==> config.mk <==
export PLATFORM = sky130hd
export DESIGN_NAME = lin_hdr_rx
export DESIGN_NICKNAME = d
export VERILOG_FILES = /design/src/rtl/lin_hdr_pkg.sv /design/src/rtl/lin_rx_sync.sv /design/src/rtl/lin_bit_meter.sv /design/src/rtl/lin_sync_meter.sv /design/src/rtl/lin_hdr_rx.sv
export SDC_FILE = /design/constraint.sdc
export NUM_CORES = 1
export LEC_CHECK = 0
export BUFFER_PORTS_ARGS = -buffer_cell sky130_fd_sc_hd__buf_2
export CAP_MARGIN = 20
export CORE_UTILIZATION = 55
export DETAILED_ROUTE_END_ITERATION = 8
export HOLD_SLACK_MARGIN = 0.12
export PLACE_DENSITY = 0.85
export RECOVER_POWER = 25
export SYNTH_ARGS = -nofsm -noshare
export SYNTH_HDL_FRONTEND = slang
export SYNTH_SLANG_ARGS = --single-unit
==> constraint.sdc <==
create_clock -name clk -period 6.45 [get_ports clk]
set_input_delay 1.29 -clock clk [delete_from_list [all_inputs] [get_ports clk]]
set_output_delay 1.29 -clock clk [all_outputs]
set_load 0.03 [all_outputs]
==> src/rtl/lin_hdr_pkg.sv <==
package lin_hdr_pkg;

  typedef enum logic [2:0] {
    ST_OFF    = 3'd0,
    ST_WAKE   = 3'd1,
    ST_ARM    = 3'd2,
    ST_LOW    = 3'd3,
    ST_SYNC   = 3'd4,
    ST_REPORT = 3'd5,
    ST_HALT   = 3'd6
  } hdr_state_t;

  function automatic logic in_header(input hdr_state_t s);
    return (s == ST_ARM) || (s == ST_LOW) || (s == ST_SYNC) || (s == ST_REPORT);
  endfunction

endpackage

==> src/rtl/lin_rx_sync.sv <==
module lin_rx_sync #(
  parameter int STAGES = 2
) (
  input  logic clk,
  input  logic rst_n,
  input  logic rx_async,
  output logic rx_s,
  output logic rx_fall,
  output logic rx_edge
);

  logic [STAGES-1:0] chain;
  logic              rx_prev;

  generate
    for (genvar g = 0; g < STAGES; g++) begin : g_stage
      if (g == 0) begin : g_first
        always_ff @(posedge clk or negedge rst_n) begin
          if (!rst_n) chain[0] <= 1'b1;
          else        chain[0] <= rx_async;
        end
      end else begin : g_next
        always_ff @(posedge clk or negedge rst_n) begin
          if (!rst_n) chain[g] <= 1'b1;
          else        chain[g] <= chain[g-1];
        end
      end
    end
  endgenerate

  assign rx_s = chain[STAGES-1];

  always_ff @(posedge clk or negedge rst_n) begin
    if (!rst_n) rx_prev <= 1'b1;
    else        rx_prev <= rx_s;
  end

  assign rx_fall = rx_prev & ~rx_s;
  assign rx_edge = rx_prev ^ rx_s;

  // a falling edge is never reported on two cycles in a row
  a_r6_fall_isolated: assert property (@(posedge clk) disable iff (!rst_n)
    rx_fall |=> !rx_fall);

endmodule

==> src/rtl/lin_bit_meter.sv <==
module lin_bit_meter #(
  parameter int CNT_W = 16
) (
  input  logic             clk,
  input  logic             rst_n,
  input  logic             clr,
  input  logic             seed,
  input  logic             run,
  input  logic [CNT_W-1:0] nom_period,
  output logic [CNT_W-1:0] bits
);

  localparam logic [CNT_W-1:0] MAXV = {CNT_W{1'b1}};

  logic [CNT_W-1:0] ccnt;
  logic             wrap;

  assign wrap = (ccnt >= nom_period - 1'b1);

  always_ff @(posedge clk or negedge rst_n) begin
    if (!rst_n) begin
      ccnt <= '0;
      bits <= '0;
    end else if (clr) begin
      ccnt <= {{(CNT_W-1){1'b0}}, seed};
      bits <= '0;
    end else if (run) begin
      if (wrap) begin
        ccnt <= '0;
        if (bits != MAXV) bits <= bits + 1'b1;
      end else begin
        ccnt <= ccnt + 1'b1;
      end
    end
  end

  // the bit count never decreases without a clear and saturates at its top
  a_r3_bits_monotonic: assert property (@(posedge clk) disable iff (!rst_n)
    !clr |=> bits >= $past(bits));

endmodule

==> src/rtl/lin_sync_meter.sv <==
module lin_sync_meter #(
  parameter int CNT_W     = 16,
  parameter int SPAN_BITS = 8
) (
  input  logic             clk,
  input  logic             rst_n,
  input  logic             clr,
  input  logic             run,
  input  logic             fall,
  output logic             done,
  output logic [CNT_W-1:0] period
);

  localparam int EDGES = SPAN_BITS / 2 + 1;
  localparam int SHIFT = $clog2(SPAN_BITS);
  localparam int FC_W  = $clog2(EDGES + 1);
  localparam logic [FC_W-1:0] LAST = FC_W'(EDGES - 1);

  logic [CNT_W-1:0] ts;
  logic [CNT_W-1:0] t_first;
  logic [CNT_W-1:0] span;
  logic [FC_W-1:0]  fcnt;

  always_ff @(posedge clk or negedge rst_n) begin
    if (!rst_n) begin
      ts      <= '0;
      t_first <= '0;
      fcnt    <= '0;
    end else if (clr) begin
      ts      <= '0;
      t_first <= '0;
      fcnt    <= '0;
    end else if (run) begin
      ts <= ts + 1'b1;
      if (fall && fcnt != LAST) begin
        fcnt <= fcnt + 1'b1;
        if (fcnt == '0) t_first <= ts;
      end
    end
  end

  assign span   = ts - t_first;
  assign done   = run && fall && (fcnt == LAST);
  assign period = span >> SHIFT;

  // the edge count never runs past the edge that closes the span
  a_r6_edge_bound: assert property (@(posedge clk) disable iff (!rst_n)
    fcnt <= LAST);

  // each counted falling edge advances the edge count by one
  a_r6_edge_step: assert property (@(posedge clk) disable iff (!rst_n)
    run && fall && !clr && fcnt != LAST |=> fcnt == $past(fcnt) + 1'b1);

endmodule

==> src/rtl/lin_hdr_rx.sv <==
module lin_hdr_rx
  import lin_hdr_pkg::*;
#(
  parameter int CNT_W        = 16,
  parameter int SYNC_STAGES  = 2,
  parameter int BRK_BITS     = 11,
  parameter int TIMEOUT_BITS = 32,
  parameter int SPAN_BITS    = 8
) (
  input  logic             clk,
  input  logic             rst_n,
  input  logic             enable,
  input  logic             rxd,
  input  logic [CNT_W-1:0] nom_period,
  output logic             brk_done,
  output logic             byte_rx_inhibit,
  output logic             sync_valid,
  input  logic             sync_ready,
  output logic [CNT_W-1:0] sync_period,
  output logic             sync_timeout
);

  localparam logic [CNT_W-1:0] BRK_MIN = CNT_W'(BRK_BITS);
  localparam logic [CNT_W-1:0] TO_MAX  = CNT_W'(TIMEOUT_BITS);

  hdr_state_t       state, state_n;
  logic             rx_s, rx_fall, rx_edge;
  logic [CNT_W-1:0] bits;
  logic             meter_clr, meter_seed, meter_run;
  logic             sync_done;
  logic [CNT_W-1:0] meas;
  logic             brk_ok, to_hit;
  logic             brk_q, to_q;
  logic [CNT_W-1:0] period_q;

  lin_rx_sync #(.STAGES(SYNC_STAGES)) u_sync (
    .clk      (clk),
    .rst_n    (rst_n),
    .rx_async (rxd),
    .rx_s     (rx_s),
    .rx_fall  (rx_fall),
    .rx_edge  (rx_edge)
  );

  lin_bit_meter #(.CNT_W(CNT_W)) u_bits (
    .clk        (clk),
    .rst_n      (rst_n),
    .clr        (meter_clr),
    .seed       (meter_seed),
    .run        (meter_run),
    .nom_period (nom_period),
    .bits       (bits)
  );

  lin_sync_meter #(.CNT_W(CNT_W), .SPAN_BITS(SPAN_BITS)) u_meas (
    .clk    (clk),
    .rst_n  (rst_n),
    .clr    (meter_clr),
    .run    (state == ST_SYNC),
    .fall   (rx_fall),
    .done   (sync_done),
    .period (meas)
  );

  assign brk_ok = (bits >= BRK_MIN);
  assign to_hit = (bits >= TO_MAX);

  always_comb begin
    state_n = state;
    if (!enable) begin
      state_n = ST_OFF;
    end else begin
      unique case (state)
        ST_OFF:    state_n = ST_WAKE;
        ST_WAKE:   if (rx_edge) state_n = ST_ARM;
        ST_ARM:    if (!rx_s) state_n = ST_LOW;
        ST_LOW:    if (rx_s) state_n = brk_ok ? ST_SYNC : ST_ARM;
        ST_SYNC: begin
          if (sync_done)   state_n = ST_REPORT;
          else if (to_hit) state_n = ST_WAKE;
        end
        ST_REPORT: if (sync_ready) state_n = ST_HALT;
        ST_HALT:   state_n = ST_HALT;
        default:   state_n = ST_OFF;
      endcase
    end
  end

  // Counters restart on every state change; the break count is seeded with
  // the low cycle that caused the entry into the low-counting state.
  assign meter_clr  = (state_n != state);
  assign meter_seed = (state_n == ST_LOW);
  assign meter_run  = (state == ST_SYNC) || ((state == ST_LOW) && !rx_s);

  always_ff @(posedge clk or negedge rst_n) begin
    if (!rst_n) begin
      state    <= ST_OFF;
      brk_q    <= 1'b0;
      to_q     <= 1'b0;
      period_q <= '0;
    end else begin
      state <= state_n;
      brk_q <= (state == ST_LOW) && (state_n == ST_SYNC);
      if ((state == ST_SYNC) && (state_n == ST_WAKE))
        to_q <= 1'b1;
      else if ((state == ST_LOW) && (state_n == ST_SYNC))
        to_q <= 1'b0;
      if ((state == ST_SYNC) && (state_n == ST_REPORT))
        period_q <= meas;
    end
  end

  assign brk_done        = brk_q;
  assign sync_timeout    = to_q;
  assign sync_valid      = (state == ST_REPORT);
  assign sync_period     = period_q;
  assign byte_rx_inhibit = in_header(state);

  // the break completion pulse lasts one cycle
  a_r3_done_single: assert property (@(posedge clk) disable iff (!rst_n)
    brk_done |=> !brk_done);

  // the bit period setting is legal while running
  a_r3_nom_legal: assert property (@(posedge clk) disable iff (!rst_n)
    enable |-> nom_period >= 2);

  // header mode is entered only from the wakeup wait
  a_r2_wake_entry: assert property (@(posedge clk) disable iff (!rst_n)
    $rose(byte_rx_inhibit) |-> $past(state) == ST_WAKE);

  // a pending measurement holds under back-pressure
  a_r8_hold: assert property (@(posedge clk) disable iff (!rst_n)
    sync_valid && !sync_ready && enable |=> sync_valid && $stable(sync_period));

  // a transfer ends the report and releases the byte receiver
  a_r8_release: assert property (@(posedge clk) disable iff (!rst_n)
    sync_valid && sync_ready && enable |=> !sync_valid && !byte_rx_inhibit);

  // a timeout leaves header mode
  a_r9_timeout_exit: assert property (@(posedge clk) disable iff (!rst_n)
    $rose(sync_timeout) |-> !byte_rx_inhibit);

  // disabling returns to idle on the next edge
  a_r10_abort: assert property (@(posedge clk) disable iff (!rst_n)
    !enable |=> !byte_rx_inhibit && !sync_valid && !brk_done);

endmodule

# ---- Word-level counts from Yosys, hierarchy flattened
# Cells that the tools add are included.
# Widths: inputs -> output; s select.
dict set report totals {
  mem_bits_rw 0
  reg_bits 88
  latch_bits 0
  elab_cells 89
  memories 0
  in_bits 21
  rom_bits 0
}
dict set report classes {
  n_mul 0
  bitwise 3
  add_sub_neg 6
  muxes 27
  eq_ne 14
  n_reduce_logical 24
  div_mod_pow 0
  shifts 0
  order_cmp 3
}
# op count
set op_table {}
lappend op_table {{$mux 16} 13}
lappend op_table {{$add 16x1->16 const B} 3}
lappend op_table {{$mux 3} 11}
lappend op_table {{$pmux 3 s7} 1}
lappend op_table {{$eq 3x3->1 const B} 6}
lappend op_table {{$ge 16x16->1} 1}
lappend op_table {{$ge 16x4->1 const B} 1}
lappend op_table {{$ge 16x6->1 const B} 1}
lappend op_table {{$ne 16x16->1 const B} 1}
lappend op_table {{$sub 16x1->16 const B} 1}
lappend op_table {{$sub 16x16->16} 1}
lappend op_table {{$reduce_bool 2->1} 7}
lappend op_table {{$eq 3x2->1 const B} 3}
lappend op_table {{$logic_and 1x1->1} 7}
lappend op_table {{$eq 3x1->1 const B} 2}
lappend op_table {{$logic_not 3->1} 2}
lappend op_table {{$reduce_and 3->1} 2}
lappend op_table {{$logic_or 1x1->1} 4}
lappend op_table {{$add 3x1->3 const B} 1}
lappend op_table {{$ne 3x3->1} 1}
lappend op_table {{$ne 3x3->1 const B} 1}
lappend op_table {{$mux 1} 2}
lappend op_table {{$reduce_and 2->1} 1}
lappend op_table {{$and 1x1->1} 1}
lappend op_table {{3 further kinds} 3}

# ---- Depth between registers and ports, before layout
# Gate-level depths: netlist of run 1.
dict set report depth {
  word_depth 11
  depth_mapped 16
  ltp_nobuf 13
}

# ---- Modules after synthesis
# From an unflattened synthesis of run 1, not the netlist that was laid out.
dict set report unflattened {
  cells_unflattened 663
  area_unflattened_um2 6050.8
}
# mod seq_area_each_um2 cells_each area_each_um2 n_inst
set by_module_without_submodules {}
lappend by_module_without_submodules {lin_sync_meter 875.8 296 2456.1 1}
lappend by_module_without_submodules {lin_bit_meter 800.8 265 2343.5 1}
lappend by_module_without_submodules {lin_hdr_rx 525.5 96 1152.4 1}
lappend by_module_without_submodules {lin_rx_sync 78.8 6 98.8 1}

# ---- Worst setup path before layout of run 1
# Ideal clock, no wire load.
dict set report synth_path {
  path_kind {input port to flip-flop}
  from {input port nom_period[5]}
  to {register u_bits.ccnt[11]}
  t_required_ns 6.371
  slack_ns 2.075
  cell_stages 14
  arrival_ns 4.296
  n_path_buf 2
  setup_ns 0.079
  cell_sequence {nor4_1 nand3_1 nor4_1 xnor2_1 ha_1 a21o_1 a211oi_1 o21ai_0 or4_1 buf_2 and3_4 buf_6 or3_1 mux2i_1}
}
dict set report synth_via {
  elab_chain_cells 5
}
# item line_no
set synth_rtl {}
lappend synth_rtl {{from (decl)} lin_hdr_rx.sv:14} ;# input logic [CNT_W-1:0] nom_period,
lappend synth_rtl {{$sub 16x1->16} lin_bit_meter.sv:18} ;# assign wrap = (ccnt >= nom_period - 1'b1);
lappend synth_rtl {{$ge 16x16->1} lin_bit_meter.sv:18}
lappend synth_rtl {{$mux 16} lin_bit_meter.sv:28} ;# if (wrap) begin
lappend synth_rtl {{$mux 16} lin_bit_meter.sv:27} ;# end else if (run) begin
lappend synth_rtl {{$mux 16} lin_bit_meter.sv:24} ;# end else if (clr) begin
lappend synth_rtl {{to (signal assigned)} lin_bit_meter.sv:25} ;# ccnt <= {{(CNT_W-1){1'b0}}, seed};
lappend synth_rtl {{to (signal assigned)} lin_bit_meter.sv:32} ;# ccnt <= ccnt + 1'b1;
lappend synth_rtl {{to (decl)} lin_bit_meter.sv:15} ;# logic [CNT_W-1:0] ccnt;
# Every way passes these cells. The select of a mux whose other input is x is not followed.
# A chain may end at the register's enable or synchronous reset.

# ---- Final worst setup path of run 1
dict set report layout_path {
  from {input port nom_period[3]}
  to {register u_bits.bits[14]}
}
dict set report layout_via {
  elab_chain_cells 4
}
# item line_no
set layout_rtl {}
lappend layout_rtl {{$sub 16x1->16} lin_bit_meter.sv:18}
lappend layout_rtl {{$ge 16x16->1} lin_bit_meter.sv:18}
lappend layout_rtl {{$reduce_bool 2->1 (no line)} -}
lappend layout_rtl {{$reduce_and 3->1 (no line)} -}
lappend layout_rtl {{to (signal assigned)} lin_bit_meter.sv:30} ;# if (bits != MAXV) bits <= bits + 1'b1;
lappend layout_rtl {{to (decl)} lin_bit_meter.sv:10} ;# output logic [CNT_W-1:0] bits
# Every way passes these cells.

==> metrics.yaml, run 1 <==
yosys:
  synth-compound-area-share: 0.153
  synth_area_per_cell_um2: 8.97
  yosysSeqAreaShare: 0.390
  ys_warn_count: 0
  ys_types: 64
  ys_seq_elements: 88
  synthFlopType: "dfrtp_1"
  synth_cells: 630
  synth_fa_ha_area_frac: 0.0842
  muxShareOfSynthArea: 0.0217
  synth_xor_area_frac: 0.0713
  synth_edf_count: 0
  synthArstFlopShare: 1.00
  syn_area_um2: 5650
  synth_top_family_by_area: "simple AND/OR/NAND/NOR gates"
  synthSimpleGateAreaFrac: 0.225
grt:
  grt_pass1_wl_um: 20400
  grt_start_max_net_pins: 73
  grt-ovfl-total: 0
  grt_usage: 0.245
  grt_pass1_vias: 4517
  antenna_found_initial: 0
power_and_ir_drop:
  p_leak_nw: 2.75
  p_per_area_nw_per_um2: 177
  p_sw_frac: 0.272
  p_seq_frac: 0.523
  power.share.combinational: 0.108
  p_clk_frac: 0.370
  switchingPower_w: 0.000293
  vdd.ir_drop.worst_v: 0.0000990
  intPower_w: 0.000783
place:
  hpwl_um: 8770
  portBuffers: 37
  place_congestion: 0.876
  dp_cells: 775
  place_area_um2: 5870
drt:
  drt_iter0_drc: 318
  drc: 0
  wl_per_cell_um: 15.7
  vias: 4827
  via_per_inst: 6.10
  drt_wl_total_um: 12400
  drtPass1Iterations: 5
  drtAntennaViolNets: 0
layout:
  regArea_um2: 2210
  diodes: 0
  synthToLayoutAreaGrowth_pct: 7.51
  drive_above_1_share: 0.105
  final_cell_mix: "85 x dfrtp_1, 75 x nand2_1, 41 x a21oi_1, 40 x nor2_1, 38 x ha_1"
  fin_nets: 712
  multi_input_area_um2: 3150
  final_common_cell: "dfrtp_1"
  final_area_um2: 6070
  final_cells: 791
  nFillCells: 796
timing:
  drv_slew: 30
  fin_skew_ns: 0.0103
  fmax_mhz: 214
  fin_crit_ns: 4.66
  final_hold_viol_count: 0
  rsz0062_at_grt: "false"
  fin_setup_tns_ns: 0
  setup_viol: 0
  period_share: 0.723
  worst_pin_slew_ns: 1.64
  slew_headroom: -0.0922
cts:
  cts_tree: "built"
  hold_buffers: 0
  root_buffer: "clkbuf_8"
  numCtsBuffers: 9
  post_cts_buffers: 0
  cts_buffer_depth: 2
  clock_latency_ns: 0.37
  cts_resized: 0
  clock-sinks: 88
  cts.clk_slew.worst_paths_ns: 0.09
  htreeDepth: 3
worst_setup_path:
  cp_max_fo: 39
  cp.required_ns: 6.73
  crit_type: "in2reg"
  critPathLaunchType: "input port"
  cp.arrival_ns: 4.94
  endpoint_kind: "register"
floorplanning:
  die_w_um: 103
  rows: 36
  core-area_um2: 9860
  initial_core_util: 0.573
  die_area_um2: 10700
  die_h_um: 103
  top_level_ports: 41
job:
  max-cap-violations: 1
run_status:
  violations: "max-capacitance violations, max-slew violations"
  status: "complete, but fails checks"
min_path:
  hold_class: "reg2reg"
==> area by class of cell <==
cell class                      instances  area share
Clock inverter                          6      0.0111
Multi-Input combinational cell        478       0.519
Tap cell                              133      0.0274
Clock buffer                           10      0.0227
Timing Repair Buffer                   41      0.0352
Inverter                               35      0.0216
Sequential cell                        88       0.363
==> worst max-delay path, cell delays in order <==
cell	delay, ns
buf_2	0.12
nor4_1	0.55
nand3_1	0.25
nor4_1	0.34
xnor2_1	0.18
ha_1	0.26
a21o_1	0.16
a211oi_1	0.27
o21ai_0	0.12
or4_1	0.54
nand3_1	0.14
buf_4	0.34
nor4_1	0.10
a211oi_1	0.25
==> path summary, 6_finish.rpt <==
check                      slack [ns]            start         endpoint  depth (start not counted)
hold / removal                   0.37  u_sync.chain[0]      u_sync.rx_s                          0
min in group asynchronous        1.32            rst_n   sync_period[5]                          1
setup reg to reg                 3.03      u_sync.rx_s  u_bits.ccnt[11]                         10
hold reg to reg                  0.37  u_sync.chain[0]      u_sync.rx_s                          0
setup / recovery                 1.79    nom_period[3]  u_bits.bits[14]                         14
max in group asynchronous        3.58            rst_n   u_bits.ccnt[5]                          2
==> kinds of logic after synthesis <==
logic type / Yosys count
AOI/OAI and AO/OA: 129
xor gates and xnor gates: 46
adders and majority gates: 38
buffers and inverters: 66
DFF: 88
muxes: 12
other: 1
and+or+nand+nor: 250
==> flip-flops by register name, indices dropped and copies added (netlist names) <==
signal and count:
brk_done 1, state 3, sync_period 13, sync_timeout 1, u_bits.bits 16, u_bits.ccnt 16
u_meas.fcnt 3, u_meas.t_first 16, u_meas.ts 16, u_sync.chain 1, u_sync.rx_prev 1, u_sync.rx_s 1
==> synthesized netlist by cell type (all sizes together), types with 2 or more instances <==
library cell | instances | share of area
o21ai | 29 | 0.026
mux2i | 10 | 0.018
and2 | 6 | 0.0066
buf | 23 | 0.025
a221oi | 3 | 0.0058
a2111oi | 3 | 0.0093
or4 | 6 | 0.0080
nand3 | 37 | 0.033
dfstp | 3 | 0.014
nand2 | 75 | 0.050
o21a | 2 | 0.0027
or3 | 18 | 0.020
a211oi | 6 | 0.0089
nand2b | 4 | 0.0058
o211ai | 2 | 0.0027
o31ai | 6 | 0.0089
o21bai | 4 | 0.0053
dfrtp | 85 | 0.38
a21oi | 41 | 0.036
or3b | 2 | 0.0031
nand3b | 2 | 0.0027
nor2b | 2 | 0.0022
o2111ai | 10 | 0.016
and3 | 11 | 0.013
nor2 | 41 | 0.028
or4b | 3 | 0.0053
nor4 | 8 | 0.0089
xnor2 | 24 | 0.037
a21o | 6 | 0.0080
and4 | 3 | 0.0047
clkbuf | 8 | 0.0053
nand4 | 17 | 0.019
ha | 38 | 0.084
a31oi | 7 | 0.0078
inv | 35 | 0.023
xor2 | 22 | 0.034
mux2 | 2 | 0.0040
nor3 | 11 | 0.0097
==> layer usage <==
metal	track usage	up-vias	part of all wire
met1	0.311	2344	0.43
met3	0.0491	36	0.046
met2	0.409	139	0.50
li1	-	2308	-
met4	0.102	0	0.025
met5	0	-	0
==> power by group through the flow <==
stage / registers [W] / clock network, W / logic, W
5_1_grt: 0.000563 / 0.000431 / 0.000127
4_1_cts: 0.000562 / 0.000404 / 0.000116
2_1_floorplan: 0.000569 / 0 / 0.0000833
6_report: 0.000562 / 0.000398 / 0.000116
3_3_place_gp: 0.000572 / 0 / 0.000108
3_5_place_dp: 0.000572 / 0 / 0.000114
==> per-stage QoR <==
step / util / setup WS (ns) / hold slack (ns) / total power, W
after floorplan: - / 2.08 / 0.345 / 0.000652
after global placement: 0.595 / 1.77 / 0.346 / 0.000681
after detailed placement: 0.595 / 1.51 / 0.351 / 0.000687
after CTS: 0.616 / 1.89 / 0.364 / 0.00108
after global routing: 0.616 / 1.58 / 0.374 / 0.00112
final: 0.616 / 1.79 / 0.369 / 0.00108
No activity file was read; power rests on OpenSTA's default activity.
==> run 2, diff against run 1 <==
==> constraint.sdc (replaced) <==
create_clock -name clk -period 4.8 [get_ports clk]
set_input_delay 0.96 -clock clk [delete_from_list [all_inputs] [get_ports clk]]
set_output_delay 0.96 -clock clk [all_outputs]
set_load 0.03 [all_outputs]
==> run 2 against run 1 <==
The flow still finishes with violations (max-capacitance violations, max-slew violations); highest routed layer unchanged; critical endpoint is now u_bits.ccnt[12]; count of clock-buffer cells in the layout rose by 3; utilization is 0.089 points lower; final cell count increased by 0.25%; via count is 0.89% higher; critical path type unchanged; final area down 0.14%.
==> metrics.yaml, run 2 (synthesis results as in run 1) <==
layout:
  multi_input_area_um2: 3150
  regArea_um2: 2210
  diodes: 0
  final_common_cell: "dfrtp_1"
  drive_above_1_share: 0.105
  final_cell_mix: "85 x dfrtp_1, 75 x nand2_1, 41 x a21oi_1, 40 x nor2_1, 38 x ha_1"
  nFillCells: 786
  fin_nets: 714
  synthToLayoutAreaGrowth_pct: 7.35
worst_setup_path:
  endpoint_kind: "register"
  rr_startpoint: "u_sync.rx_s"
  path_delay_family: "simple AND/OR/NAND/NOR gates"
  cpMaxStageDelayCell: "nor4_1"
  r2r_end: "u_bits.ccnt[15]"
  path_buf_inv: 1
  crit_type: "in2reg"
  cp.required_ns: 5.09
  rr_worst_depth: 9
  path_cells: "buf_2 > nor4_1 > nand3_1 > nor4_1 > xnor2_1 > ha_1 > a21o_1 > a211oi_1 > o21ai_0 > or4_1 > and3_4 > or3_1 > mux2i_1"
  crit_path_frequent_cell: "nor4_1"
  cp_slowest_stage_delay_ns: 0.57
  critPathLaunchType: "input port"
  r2r_slack_ns: 1.16
  cp.arrival_ns: 4.60
  cp_max_fo: 11
grt:
  grt_start_max_net_pins: 49
  grt_usage: 0.248
  antenna_found_initial: 0
  grt_pass1_vias: 4619
  grt_pass1_wl_um: 20800
  grt-ovfl-total: 0
job:
  max-cap-violations: 1
cts:
  numCtsBuffers: 9
  cts_resized: 0
  root_buffer: "clkbuf_8"
  clock_latency_ns: 0.37
  cts.clk_slew.worst_paths_ns: 0.09
  cts_tree: "built"
  cts_buffer_depth: 2
  post_cts_buffers: 0
  clock-sinks: 88
  htreeDepth: 3
  hold_buffers: 0
run_status:
  status: "complete, but fails checks"
  violations: "max-capacitance violations, max-slew violations"
place:
  portBuffers: 37
  hpwl_um: 8900
  place_congestion: 0.878
timing:
  period_share: 0.898
  fin_setup_tns_ns: 0
  rsz0062_at_grt: "false"
  whs_ns: 0.368
  final_hold_viol_count: 0
  fmax_mhz: 232
  worst_pin_slew_ns: 2.34
  drv_slew: 44
  fin_skew_ns: 0.0130
  setup_viol: 0
  slew_headroom: -0.562
  fin_crit_ns: 4.31
drt:
  drt_iter0_drc: 341
  drc: 0
  drtAntennaViolNets: 0
  drt_wl_total_um: 12300
  via_per_inst: 6.14
  drtPass1Iterations: 5
  vias: 4870
  wl_per_cell_um: 15.6
min_path:
  whs_path_depth: 0
  hold_start: "u_sync.chain[0]"
  hold_class: "reg2reg"
  worstHoldEndpoint: "u_sync.rx_s"
floorplanning:
  die_area_um2: 10700
  core-area_um2: 9860
  die_h_um: 103
  initial_core_util: 0.573
  rows: 36
  die_w_um: 103
  top_level_ports: 41
power_and_ir_drop:
  vdd.ir_drop.worst_v: 0.000126
  p_leak_nw: 2.75
  p_per_area_nw_per_um2: 231
[run 2: worst register-to-register path: cells and delay by family (launching register included)]
kind | cells | cell delay (ns)
simple gates | 5 | 1.79
fa+ha+maj | 1 | 0.31
buf+inv | 1 | 0.10
flops | 1 | 0.64
compound gates | 2 | 0.73
[run 2: how the worst max path moves through the flow]
stage / from / endpoint / slack (ns) / depth (start not counted)
after floorplan: nom_period[5] / u_bits.ccnt[11] / 0.76 / 14
final: nom_period[3] / u_bits.ccnt[12] / 0.49 / 13
after global routing: nom_period[3] / u_bits.bits[14] / 0.21 / 14
after CTS: nom_period[3] / u_bits.ccnt[12] / 0.55 / 13
after global placement: nom_period[3] / u_bits.bits[10] / 0.52 / 13
after detailed placement: nom_period[3] / u_bits.ccnt[12] / 0.20 / 13
[run 2: report_power, final]
part	switching, W	total [W]	internal (W)
Sequential	0.00000876	0.000755	0.000746
Combinational	0.000106	0.000154	0.0000480
Clock	0.000275	0.000495	0.000220
[run 2: metrics by stage]
step	power (W)	setup WS [ns]	instance area (um2)	utilization	instances
2_1_floorplan	0.000876	0.755	5660	-	632
3_3_place_gp	0.000915	0.524	5890	0.597	777
3_5_place_dp	0.000922	0.196	5890	0.597	777
5_1_grt	0.00146	0.210	6060	0.615	793
4_1_cts	0.00141	0.547	6070	0.615	793
6_report	0.00140	0.491	6060	0.615	793
[run 2: layer usage]
metal | routed length (um) | GRT usage
met2 | 6260 | 0.429
met3 | 553 | 0.0309
met5 | 0 | 0
met1 | 5320 | 0.317
met4 | 212 | 0.0975
[run 2: layout make-up]
class,count,area share
multi-input cells,478,0.519
flip-flops and latches,88,0.364
repair buffers,43,0.0373
well taps,133,0.0274
clock buffers,13,0.0262
inverters,35,0.0217
clock inverters,3,0.00413
==> run 3, diff against run 2 <==
--- a/config.mk
+++ b/config.mk
@@ -7,10 +7,12 @@
 export LEC_CHECK = 0
 export BUFFER_PORTS_ARGS = -buffer_cell sky130_fd_sc_hd__buf_2
 export CAP_MARGIN = 20
-export CORE_UTILIZATION = 55
+export CELL_PAD_IN_SITES_DETAIL_PLACEMENT = 2
+export CELL_PAD_IN_SITES_GLOBAL_PLACEMENT = 2
+export CORE_UTILIZATION = 38
 export DETAILED_ROUTE_END_ITERATION = 8
 export HOLD_SLACK_MARGIN = 0.12
-export PLACE_DENSITY = 0.85
+export PLACE_DENSITY = 0.92
 export RECOVER_POWER = 25
 export SYNTH_ARGS = -nofsm -noshare
 export SYNTH_HDL_FRONTEND = slang
==> run 3 against run 2 <==
Final cell count grew 7.1%; the flow still finishes with violations (max-capacitance violations, max-slew violations); critical path type unchanged; utilization shrank 18 points; combinational power grew 15%; worst setup slack gained 0.014 ns.
==> metrics.yaml, run 3 (synthesis results as in run 1) <==
run_status:
  status: "complete, but fails checks"
  violations: "max-capacitance violations, max-slew violations"
layout:
  final_area_um2: 6320
  synthToLayoutAreaGrowth_pct: 12.0
  drive_above_1_share: 0.113
  fin_nets: 719
  final_cell_mix: "85 x dfrtp_1, 75 x nand2_1, 41 x a21oi_1, 40 x nor2_1, 38 x ha_1"
  final_common_cell: "dfrtp_1"
  final_cells: 849
  diodes: 0
worst_setup_path:
  cp_max_fo: 22
  r2r_slack_ns: 1.16
  cpMaxStageDelayCell: "or4_1"
  crit_end: "u_bits.bits[1]"
  cp.required_ns: 5.06
  rr_startpoint: "u_bits.bits[14]"
  cp.arrival_ns: 4.55
  critPathLaunchType: "input port"
  rr_worst_depth: 6
  r2r_end: "sync_period[0]"
  cp_slowest_stage_delay_ns: 0.58
  path_cells: "buf_2 > nor4_1 > buf_4 > nand3_1 > nor4_1 > xnor2_1 > ha_1 > a21o_1 > a211oi_1 > o21ai_0 > or4_1 > nand3_1 > buf_4 > o21ai_0 > a21oi_1"
  startpoint: "nom_period[3]"
  endpoint_kind: "register"
  path_buf_inv: 3
  crit_type: "in2reg"
  path_delay_family: "simple AND/OR/NAND/NOR gates"
  cp_num_cells: 15
power_and_ir_drop:
  p_leak_nw: 2.84
  vdd.ir_drop.worst_v: 0.000178
  p_per_area_nw_per_um2: 274
drt:
  drc: 0
  drt_wl_total_um: 18200
  via_per_inst: 5.85
  drtAntennaViolNets: 0
  drt_iter0_drc: 252
  vias: 4969
  wl_per_cell_um: 21.4
  drtPass1Iterations: 4
place:
  dp_cells: 831
  place_congestion: 0.797
  place_area_um2: 5970
  hpwl_um: 12600
  portBuffers: 37
cts:
  clock_latency_ns: 0.35
  hold_buffers: 0
  post_cts_buffers: 0
  numCtsBuffers: 9
  htreeDepth: 3
  cts_resized: 0
  cts_buffer_depth: 2
  cts_tree: "built"
  clock-sinks: 88
  root_buffer: "clkbuf_16"
  cts.clk_slew.worst_paths_ns: 0.07
floorplanning:
  top_level_ports: 41
  core-area_um2: 14500
  die_area_um2: 15400
  initial_core_util: 0.389
  rows: 44
  die_w_um: 124
  die_h_um: 124
timing:
  slew_headroom: -1.26
  fin_setup_tns_ns: 0
  final_hold_viol_count: 0
  fmax_mhz: 233
  drv_slew: 59
  period_share: 0.895
  worst_pin_slew_ns: 3.39
  fin_skew_ns: 0.00914
  fin_crit_ns: 4.29
  rsz0062_at_grt: "false"
  setup_viol: 0
  whs_ns: 0.367
grt:
  grt-ovfl-total: 0
  grt_usage: 0.256
  grt_pass1_wl_um: 29600
  grt_pass1_vias: 5482
  antenna_found_initial: 0
  grt_start_max_net_pins: 59
min_path:
  hold_class: "reg2reg"
job:
  max-cap-violations: 1
run 3: how the worst min path moves through the flow:
stage | end | start | cells past startpoint
global route | u_sync.rx_s | u_sync.chain[0] | 0
finish | u_sync.rx_s | u_sync.chain[0] | 0
CTS | u_sync.rx_s | u_sync.chain[0] | 0
global placement | u_sync.rx_s | u_sync.chain[0] | 0
floorplan | u_sync.rx_s | u_sync.chain[0] | 0
detailed placement | u_sync.rx_s | u_sync.chain[0] | 0
run 3: area by class of cell:
class / instances / area (um2)
Clock buffer: 12 / 256
Clock inverter: 4 / 76.3
Inverter: 35 / 131
Tap cell: 184 / 230
Sequential cell: 88 / 2210
Fill cell: 1619 / 8210
Timing Repair Buffer: 48 / 274
Multi-Input combinational cell: 478 / 3150
run 3: power breakdown:
part	internal, W	leakage [nW]	switching, W
Clock	0.000486	0.159	0.000315
Sequential	0.000747	1.21	0.0000102
Combinational	0.0000564	1.47	0.000120
Total	0.00129	2.84	0.000445
run 3: routing by layer:
layer | part of all wire | vias to the layer above | track usage
met5 | 0 | - | 0
met4 | 0.021 | 0 | 0.101
met3 | 0.018 | 28 | 0.0261
met2 | 0.53 | 73 | 0.470
met1 | 0.43 | 2546 | 0.304
li1 | - | 2322 | -
run 3: through the flow:
| stage | setup slack (ns) | utilization | total power, W |
|---|---|---|---|
| after floorplan | 0.755 | - | 0.000876 |
| after global placement | 0.502 | 0.411 | 0.000927 |
| after detailed placement | 0.199 | 0.411 | 0.000940 |
| after CTS | 0.445 | 0.434 | 0.00174 |
| after global routing | 0.331 | 0.435 | 0.00179 |
| final | 0.505 | 0.435 | 0.00173 |
